File: config.mk
export PLATFORM = sky130hd
export DESIGN_NAME = reload_timer16
export DESIGN_NICKNAME = d
export VERILOG_FILES = /design/src/rtl/rt_pkg.sv /design/src/rtl/rt_edge_sync.sv /design/src/rtl/rt_prescaler.sv /design/src/rtl/rt_count_core.sv /design/src/rtl/reload_timer16.sv
export SDC_FILE = /design/constraint.sdc
export NUM_CORES = 1
export LEC_CHECK = 0
export CORE_MARGIN = 10
export CORE_UTILIZATION = 40
export CTS_BUF_LIST = sky130_fd_sc_hd__clkbuf_2 sky130_fd_sc_hd__clkbuf_4 sky130_fd_sc_hd__clkbuf_8
export DETAILED_ROUTE_END_ITERATION = 8
export PLACE_DENSITY = 0.66
export SYNTH_ARGS = -nofsm -noshare
export SYNTH_HDL_FRONTEND = slang
export SYNTH_SLANG_ARGS = --single-unit
File: constraint.sdc
create_clock -name clk_i -period 4.2 [get_ports clk_i]
set_input_delay 0.84 -clock clk_i [delete_from_list [all_inputs] [get_ports clk_i]]
set_output_delay 0.84 -clock clk_i [all_outputs]
set_load 0.03 [all_outputs]
File: src/rtl/rt_pkg.sv
package rt_pkg;
  localparam int ADDR_W = 3;
  localparam logic [ADDR_W-1:0] A_CTRL   = 3'd0;
  localparam logic [ADDR_W-1:0] A_FLAGS  = 3'd1;
  localparam logic [ADDR_W-1:0] A_CNT_LO = 3'd2;
  localparam logic [ADDR_W-1:0] A_CNT_HI = 3'd3;
  localparam logic [ADDR_W-1:0] A_RLD_LO = 3'd4;
  localparam logic [ADDR_W-1:0] A_RLD_HI = 3'd5;

  typedef struct packed {
    logic rx_clk;
    logic tx_clk;
    logic updown;
    logic ext_en;
    logic cnt_sel;
    logic run;
  } ctrl_t;
  localparam int CTRL_W = $bits(ctrl_t);
endpackage

File: src/rtl/rt_edge_sync.sv
module rt_edge_sync (
  input  logic clk_i,
  input  logic rst_ni,
  input  logic pin_i,
  output logic level_o,
  output logic fall_o
);
  logic s1, s2, prev;
  always_ff @(posedge clk_i or negedge rst_ni) begin
    if (!rst_ni) begin
      s1 <= 1'b1; s2 <= 1'b1; prev <= 1'b1;
    end else begin
      s1 <= pin_i; s2 <= s1; prev <= s2;
    end
  end
  assign level_o = s2;
  assign fall_o  = prev & ~s2;
endmodule

File: src/rtl/rt_prescaler.sv
module rt_prescaler #(
  parameter int NORM_DIV = 12,
  parameter int BAUD_DIV = 2
) (
  input  logic clk_i,
  input  logic rst_ni,
  input  logic run_i,
  input  logic fast_i,
  output logic tick_o
);
  localparam int MAX_DIV = (NORM_DIV > BAUD_DIV) ? NORM_DIV : BAUD_DIV;
  localparam int PW = (MAX_DIV > 2) ? $clog2(MAX_DIV) : 1;
  localparam logic [PW-1:0] NORM_LIM = PW'(NORM_DIV - 1);
  localparam logic [PW-1:0] BAUD_LIM = PW'(BAUD_DIV - 1);

  logic [PW-1:0] pre;
  logic [PW-1:0] lim;
  assign lim    = fast_i ? BAUD_LIM : NORM_LIM;
  assign tick_o = run_i & (pre >= lim);

  always_ff @(posedge clk_i or negedge rst_ni) begin
    if (!rst_ni)      pre <= '0;
    else if (!run_i)  pre <= '0;
    else if (tick_o)  pre <= '0;
    else              pre <= pre + 1'b1;
  end
endmodule

File: src/rtl/rt_count_core.sv
module rt_count_core #(
  parameter int W = 16
) (
  input  logic         clk_i,
  input  logic         rst_ni,
  input  logic         step_i,
  input  logic         down_i,
  input  logic         updown_i,
  input  logic         force_i,
  input  logic         wr_lo_i,
  input  logic         wr_hi_i,
  input  logic [W/2-1:0] wr_byte_i,
  input  logic [W-1:0] rld_i,
  output logic [W-1:0] cnt_o,
  output logic         dir_o,
  output logic         wrap_o
);
  localparam int HB = W / 2;
  localparam logic [W-1:0] ONES = '1;

  logic at_end;
  assign at_end = down_i ? (cnt_o == rld_i) : (cnt_o == ONES);
  assign wrap_o = step_i & ~wr_lo_i & ~wr_hi_i & ~force_i & at_end;

  always_ff @(posedge clk_i or negedge rst_ni) begin
    if (!rst_ni) begin
      cnt_o <= '0;
      dir_o <= 1'b0;
    end else if (wr_lo_i) begin
      cnt_o[HB-1:0] <= wr_byte_i;
    end else if (wr_hi_i) begin
      cnt_o[W-1:HB] <= wr_byte_i;
    end else if (force_i) begin
      cnt_o <= rld_i;
    end else if (step_i) begin
      if (at_end) begin
        cnt_o <= down_i ? ONES : rld_i;
        if (updown_i) dir_o <= ~dir_o;
      end else begin
        cnt_o <= down_i ? cnt_o - 1'b1 : cnt_o + 1'b1;
      end
    end
  end
endmodule

File: src/rtl/reload_timer16.sv
module reload_timer16 #(
  parameter int DATA_W   = 8,
  parameter int NORM_DIV = 12,
  parameter int BAUD_DIV = 2
) (
  input  logic                  clk_i,
  input  logic                  rst_ni,
  input  logic                  cnt_pin_i,
  input  logic                  trig_pin_i,
  input  logic                  wr_en_i,
  input  logic [rt_pkg::ADDR_W-1:0] wr_addr_i,
  input  logic [DATA_W-1:0]     wr_data_i,
  output logic [2*DATA_W-1:0]   count_o,
  output logic                  ovf_flag_o,
  output logic                  ext_flag_o,
  output logic                  irq_o,
  output logic                  dir_o,
  output logic                  tx_tick_o,
  output logic                  rx_tick_o
);
  import rt_pkg::*;
  localparam int CNT_W = 2 * DATA_W;

  ctrl_t            ctrl;
  logic [CNT_W-1:0] rld;
  logic baud_mode, updown_eff, down, ext_en;
  logic cnt_fall, cnt_lvl_unused, trig_fall, trig_lvl;
  logic pre_tick, step, ext_fire, force_rld, wrap;
  logic wr_ctrl, wr_flags, wr_cnt_lo, wr_cnt_hi;

  assign wr_ctrl   = wr_en_i && (wr_addr_i == A_CTRL);
  assign wr_flags  = wr_en_i && (wr_addr_i == A_FLAGS);
  assign wr_cnt_lo = wr_en_i && (wr_addr_i == A_CNT_LO);
  assign wr_cnt_hi = wr_en_i && (wr_addr_i == A_CNT_HI);

  always_ff @(posedge clk_i or negedge rst_ni) begin
    if (!rst_ni) begin
      ctrl <= '0;
      rld  <= '0;
    end else if (wr_en_i) begin
      if (wr_addr_i == A_CTRL)   ctrl <= ctrl_t'(wr_data_i[CTRL_W-1:0]);
      if (wr_addr_i == A_RLD_LO) rld[DATA_W-1:0] <= wr_data_i;
      if (wr_addr_i == A_RLD_HI) rld[CNT_W-1:DATA_W] <= wr_data_i;
    end
  end

  assign baud_mode  = ctrl.tx_clk | ctrl.rx_clk;
  assign updown_eff = ctrl.updown & ~baud_mode;
  assign ext_en     = ctrl.ext_en;

  rt_edge_sync i_cnt_sync (
    .clk_i(clk_i), .rst_ni(rst_ni), .pin_i(cnt_pin_i),
    .level_o(cnt_lvl_unused), .fall_o(cnt_fall)
  );
  rt_edge_sync i_trig_sync (
    .clk_i(clk_i), .rst_ni(rst_ni), .pin_i(trig_pin_i),
    .level_o(trig_lvl), .fall_o(trig_fall)
  );

  rt_prescaler #(.NORM_DIV(NORM_DIV), .BAUD_DIV(BAUD_DIV)) i_pre (
    .clk_i(clk_i), .rst_ni(rst_ni),
    .run_i(ctrl.run & ~ctrl.cnt_sel), .fast_i(baud_mode), .tick_o(pre_tick)
  );

  assign step      = ctrl.cnt_sel ? (ctrl.run & cnt_fall) : pre_tick;
  assign down      = updown_eff & ~trig_lvl;
  // in up/down mode the trigger pin is the direction input, not an event
  assign ext_fire  = ext_en & trig_fall & ~updown_eff;
  assign force_rld = ext_fire & ~baud_mode;

  rt_count_core #(.W(CNT_W)) i_core (
    .clk_i(clk_i), .rst_ni(rst_ni),
    .step_i(step), .down_i(down), .updown_i(updown_eff),
    .force_i(force_rld), .wr_lo_i(wr_cnt_lo), .wr_hi_i(wr_cnt_hi),
    .wr_byte_i(wr_data_i), .rld_i(rld),
    .cnt_o(count_o), .dir_o(dir_o), .wrap_o(wrap)
  );

  logic ovf_set;
  assign ovf_set = wrap & ~baud_mode;

  always_ff @(posedge clk_i or negedge rst_ni) begin
    if (!rst_ni) begin
      ovf_flag_o <= 1'b0;
      ext_flag_o <= 1'b0;
      tx_tick_o  <= 1'b0;
      rx_tick_o  <= 1'b0;
    end else begin
      // write can only clear; a set event in the same cycle wins
      ovf_flag_o <= (ovf_flag_o & ~(wr_flags & ~wr_data_i[0])) | ovf_set;
      ext_flag_o <= (ext_flag_o & ~(wr_flags & ~wr_data_i[1])) | ext_fire;
      tx_tick_o  <= wrap & baud_mode & ctrl.tx_clk;
      rx_tick_o  <= wrap & baud_mode & ctrl.rx_clk;
    end
  end

  assign irq_o = ovf_flag_o | ext_flag_o;

  logic unused_ok;
  assign unused_ok = ^{cnt_lvl_unused, wr_ctrl};
endmodule

==> results.md <==
* Outcome: finished, final reports clean
* RSZ-0062 raised after global routing: no
* Period utilization at 77.7%
* Crit Path Class: reg -> reg
* Die Width at 112 µm
* # IOs at 38
* Worst path arrival time at 3530 ps
* Critical R2R Capture: i_core.cnt_o[6]
* Most frequent cells after synthesis: dfrtp_1, nand2_1, nor2_1
* CTS tree: built
* Final Cell Area at 0.00388 mm²
* Initial DRC count at 216
* Clk_lat worst skew at 320 ps
* Cell area after synthesis at 0.00338 mm²
* EDFF count, synth at 0
* Post-cts sizing count at 0
* Max-slew headroom at 45.6%
* Hold WC Path Type: reg -> reg
* Synthesized Nets at 383
* Num CTS Buffers at 5
* Max-cap violations at 0
* Syn. warnings at 0
* Final nets at 403
* TNS Setup at 0 ps
* Post-route core utilization at 47.3%
* Synth Register Bits at 53
* Initial Util at 41.1%
* Combinational power share at 45.2%
* Die height at 112 µm
* Initial antenna violation count at 0
* Reg2Reg Launch Point: ctrl[4]
* Mean post-synth cell area at 9.31 µm²
* Final min period at 3260 ps
* Die area at 0.0125 mm²
* Synth-to-Final Area Change at 14.9%
* HP Start: i_cnt_sync.s1
* Core area at 0.00822 mm²
* Drc violations at 0
* Switching share of power at 46.4%
* Synth area leaders: dfrtp_1, mux2_2, dfstp_2
* Worst endpoint required time at 4460 ps
* H-tree depth at 2
* # setup viols final at 0
* Hold WS at 362 ps
* Worst setup startpoint: ctrl[4]
* Worst Reg-to-Reg Cells at 8
* Final WL at 9590 µm
* Post-CTS Setup Inserts at 0
* Crit Path Max Fanout at 26
* Top-count cell post-synth: dfrtp_1
* Internal power at 1.23 mW
* Synth area leader: dfrtp_1
* Overall overflow remaining after global route at 0
* Top_reg_cell synth: dfrtp_1
* Clock skew at 6.91 ps
* Count of final max-slew check failures at 0
* Startpoint types: register
* Sequential share of power at 41.1%
* Vias in the first global route at 2962
* DRT Pass-1 Iters at 5
* Top-area cell type share of the netlist area at 34.8%
* Worst R2R Setup Slack at 940 ps
* Ant diodes at 0
* Ratio of cells with drive above 1 in the final layout at 13.0%
* Psw at 1.06 mW
* Worst ir drop on vdd at 0.290 mV
* All-Layer GR Usage at 14.9%
* Hold_buf cts at 0
* Clock power frac at 13.7%
* Pwr/cell area at 589 mW/mm²
* WHS Path Cells at 0
* DP Wirelength at 6950 µm
* Post-synth ARST share at 100%
* Clk slew on worst S/H paths at 110 ps
* Routed len/inst at 19.6 µm
* Via count at 3008
* Cells after synthesis at 363
* Placed inst area at 0.00379 mm²
* Sequential share of the synthesized area at 39.5%
* Post-synthesis cell type count at 59
* Lkg Pwr at 1.51 nW
* Largest net degree at the start of global routing at 35
* CP endpoint kind: register
* CTS root buf: clkbuf_8
* Tot Pwr at 2.29 mW
* Worst Tran Pin Value at 814 ps
* Final Wtd Congestion at 0.971
* Row cnt at 33
* IO buf count at 37
* Hold path endpoint: i_cnt_sync.level_o
* Hold Fails Final Rpt at 0
* Number of routed nets with antenna violations at 0
* First-pass GRT wire length at 15800 µm
* Fmax at 306 MHz
* Num Clock Sinks at 53
* Maximum root-to-sink buffer count at 2
* Via density at 6.15
-- power by group through the flow --
stage               Clock, mW  Sequential, mW  Combinational [mW]
floorplan                   0           0.902               0.701
global placement            0           0.933                1.01
detailed placement          0           0.942                1.02
CTS                     0.319           0.932                1.03
global route            0.336           0.971                1.12
finish                  0.313           0.940                1.03
-- worst max path at each step --
stage,to,slack (ps),depth (start not counted)
after floorplan,i_core.cnt_o[12],740,13
after global placement,i_core.cnt_o[2],1110,8
after detailed placement,i_core.cnt_o[14],990,8
after CTS,i_core.cnt_o[6],980,8
after global routing,i_core.cnt_o[11],740,8
final,i_core.cnt_o[6],940,8
-- state kept, by name, indices dropped and copies added (netlist names) --
register / count
ext_flag_o: 1
i_trig_sync.prev: 1
i_trig_sync.s1: 1
tx_tick_o: 1
rx_tick_o: 1
i_cnt_sync.s1: 1
i_pre.pre: 4
i_core.cnt_o: 16
ext_en: 1
ctrl: 5
i_trig_sync.level_o: 1
i_cnt_sync.prev: 1
i_core.dir_o: 1
ovf_flag_o: 1
i_cnt_sync.level_o: 1
rld: 16
-- stage by stage --
stage	instances	setup slack (ps)
floorplan	363	743
global placement	481	1110
detailed placement	481	995
CTS	489	975
global route	489	738
finish	489	937
-- critical path, stage by stage (launching register included) --
cell and delay, ps:
dfrtp_1 450, or4b_1 560, buf_4 250, or3_1 350
a222oi_1 470, nand2b_1 190, o31ai_4 580, o221ai_1 250
nand2_1 100
-- cell type report --
class / instances / area [µm²]
clock buffer: 5 / 68.8
clock inverter: 3 / 25.0
fill: 775 / 4330
inverter: 10 / 37.5
multi-input combinational: 270 / 1880
sequential: 53 / 1330
tap: 105 / 131
timing repair buffer: 43 / 410
-- layer usage --
metal  global-route usage [%]  share of wire [%]  up-vias
met5                        0                  0        -
met4                     5.57                2.6        0
met3                     2.79                5.3       17
met2                     23.1                 46       95
met1                     20.0                 46     1497
li1                         -                  -     1399
-- cells in the final DEF, fill, tap and decap left out, types with 7 or more instances in the layout --
| cell | netlist | final |
|---|---|---|
| clkdlybuf4s50_1 | 0 | 36 |
| nor4_1 | 7 | 7 |
| nor3_1 | 15 | 15 |
| xnor2_1 | 18 | 18 |
| nand3_1 | 11 | 11 |
| o21ai_0 | 18 | 18 |
| xor2_1 | 8 | 8 |
| dfrtp_1 | 47 | 47 |
| o221ai_1 | 13 | 13 |
| nor2_1 | 23 | 23 |
| inv_1 | 10 | 10 |
| mux2_2 | 20 | 20 |
| a21oi_1 | 13 | 13 |
| nand2_1 | 29 | 29 |
| a22oi_1 | 15 | 15 |
-- logic make-up (layout without fill, tap and decap cells) --
| kind of cell | Yosys count | in the layout | share of synthesized area, % |
|---|---|---|---|
| flops | 53 | 53 | 39.5 |
| compound gates | 87 | 87 | 18.4 |
| simple gates | 128 | 128 | 20.8 |
| xor+xnor | 26 | 26 | 6.74 |
| fa+ha+maj | 4 | 4 | 1.48 |
| buf+inv | 40 | 61 | 5.00 |
| mux | 25 | 25 | 8.15 |
No activity file was read; power rests on OpenSTA's default activity.
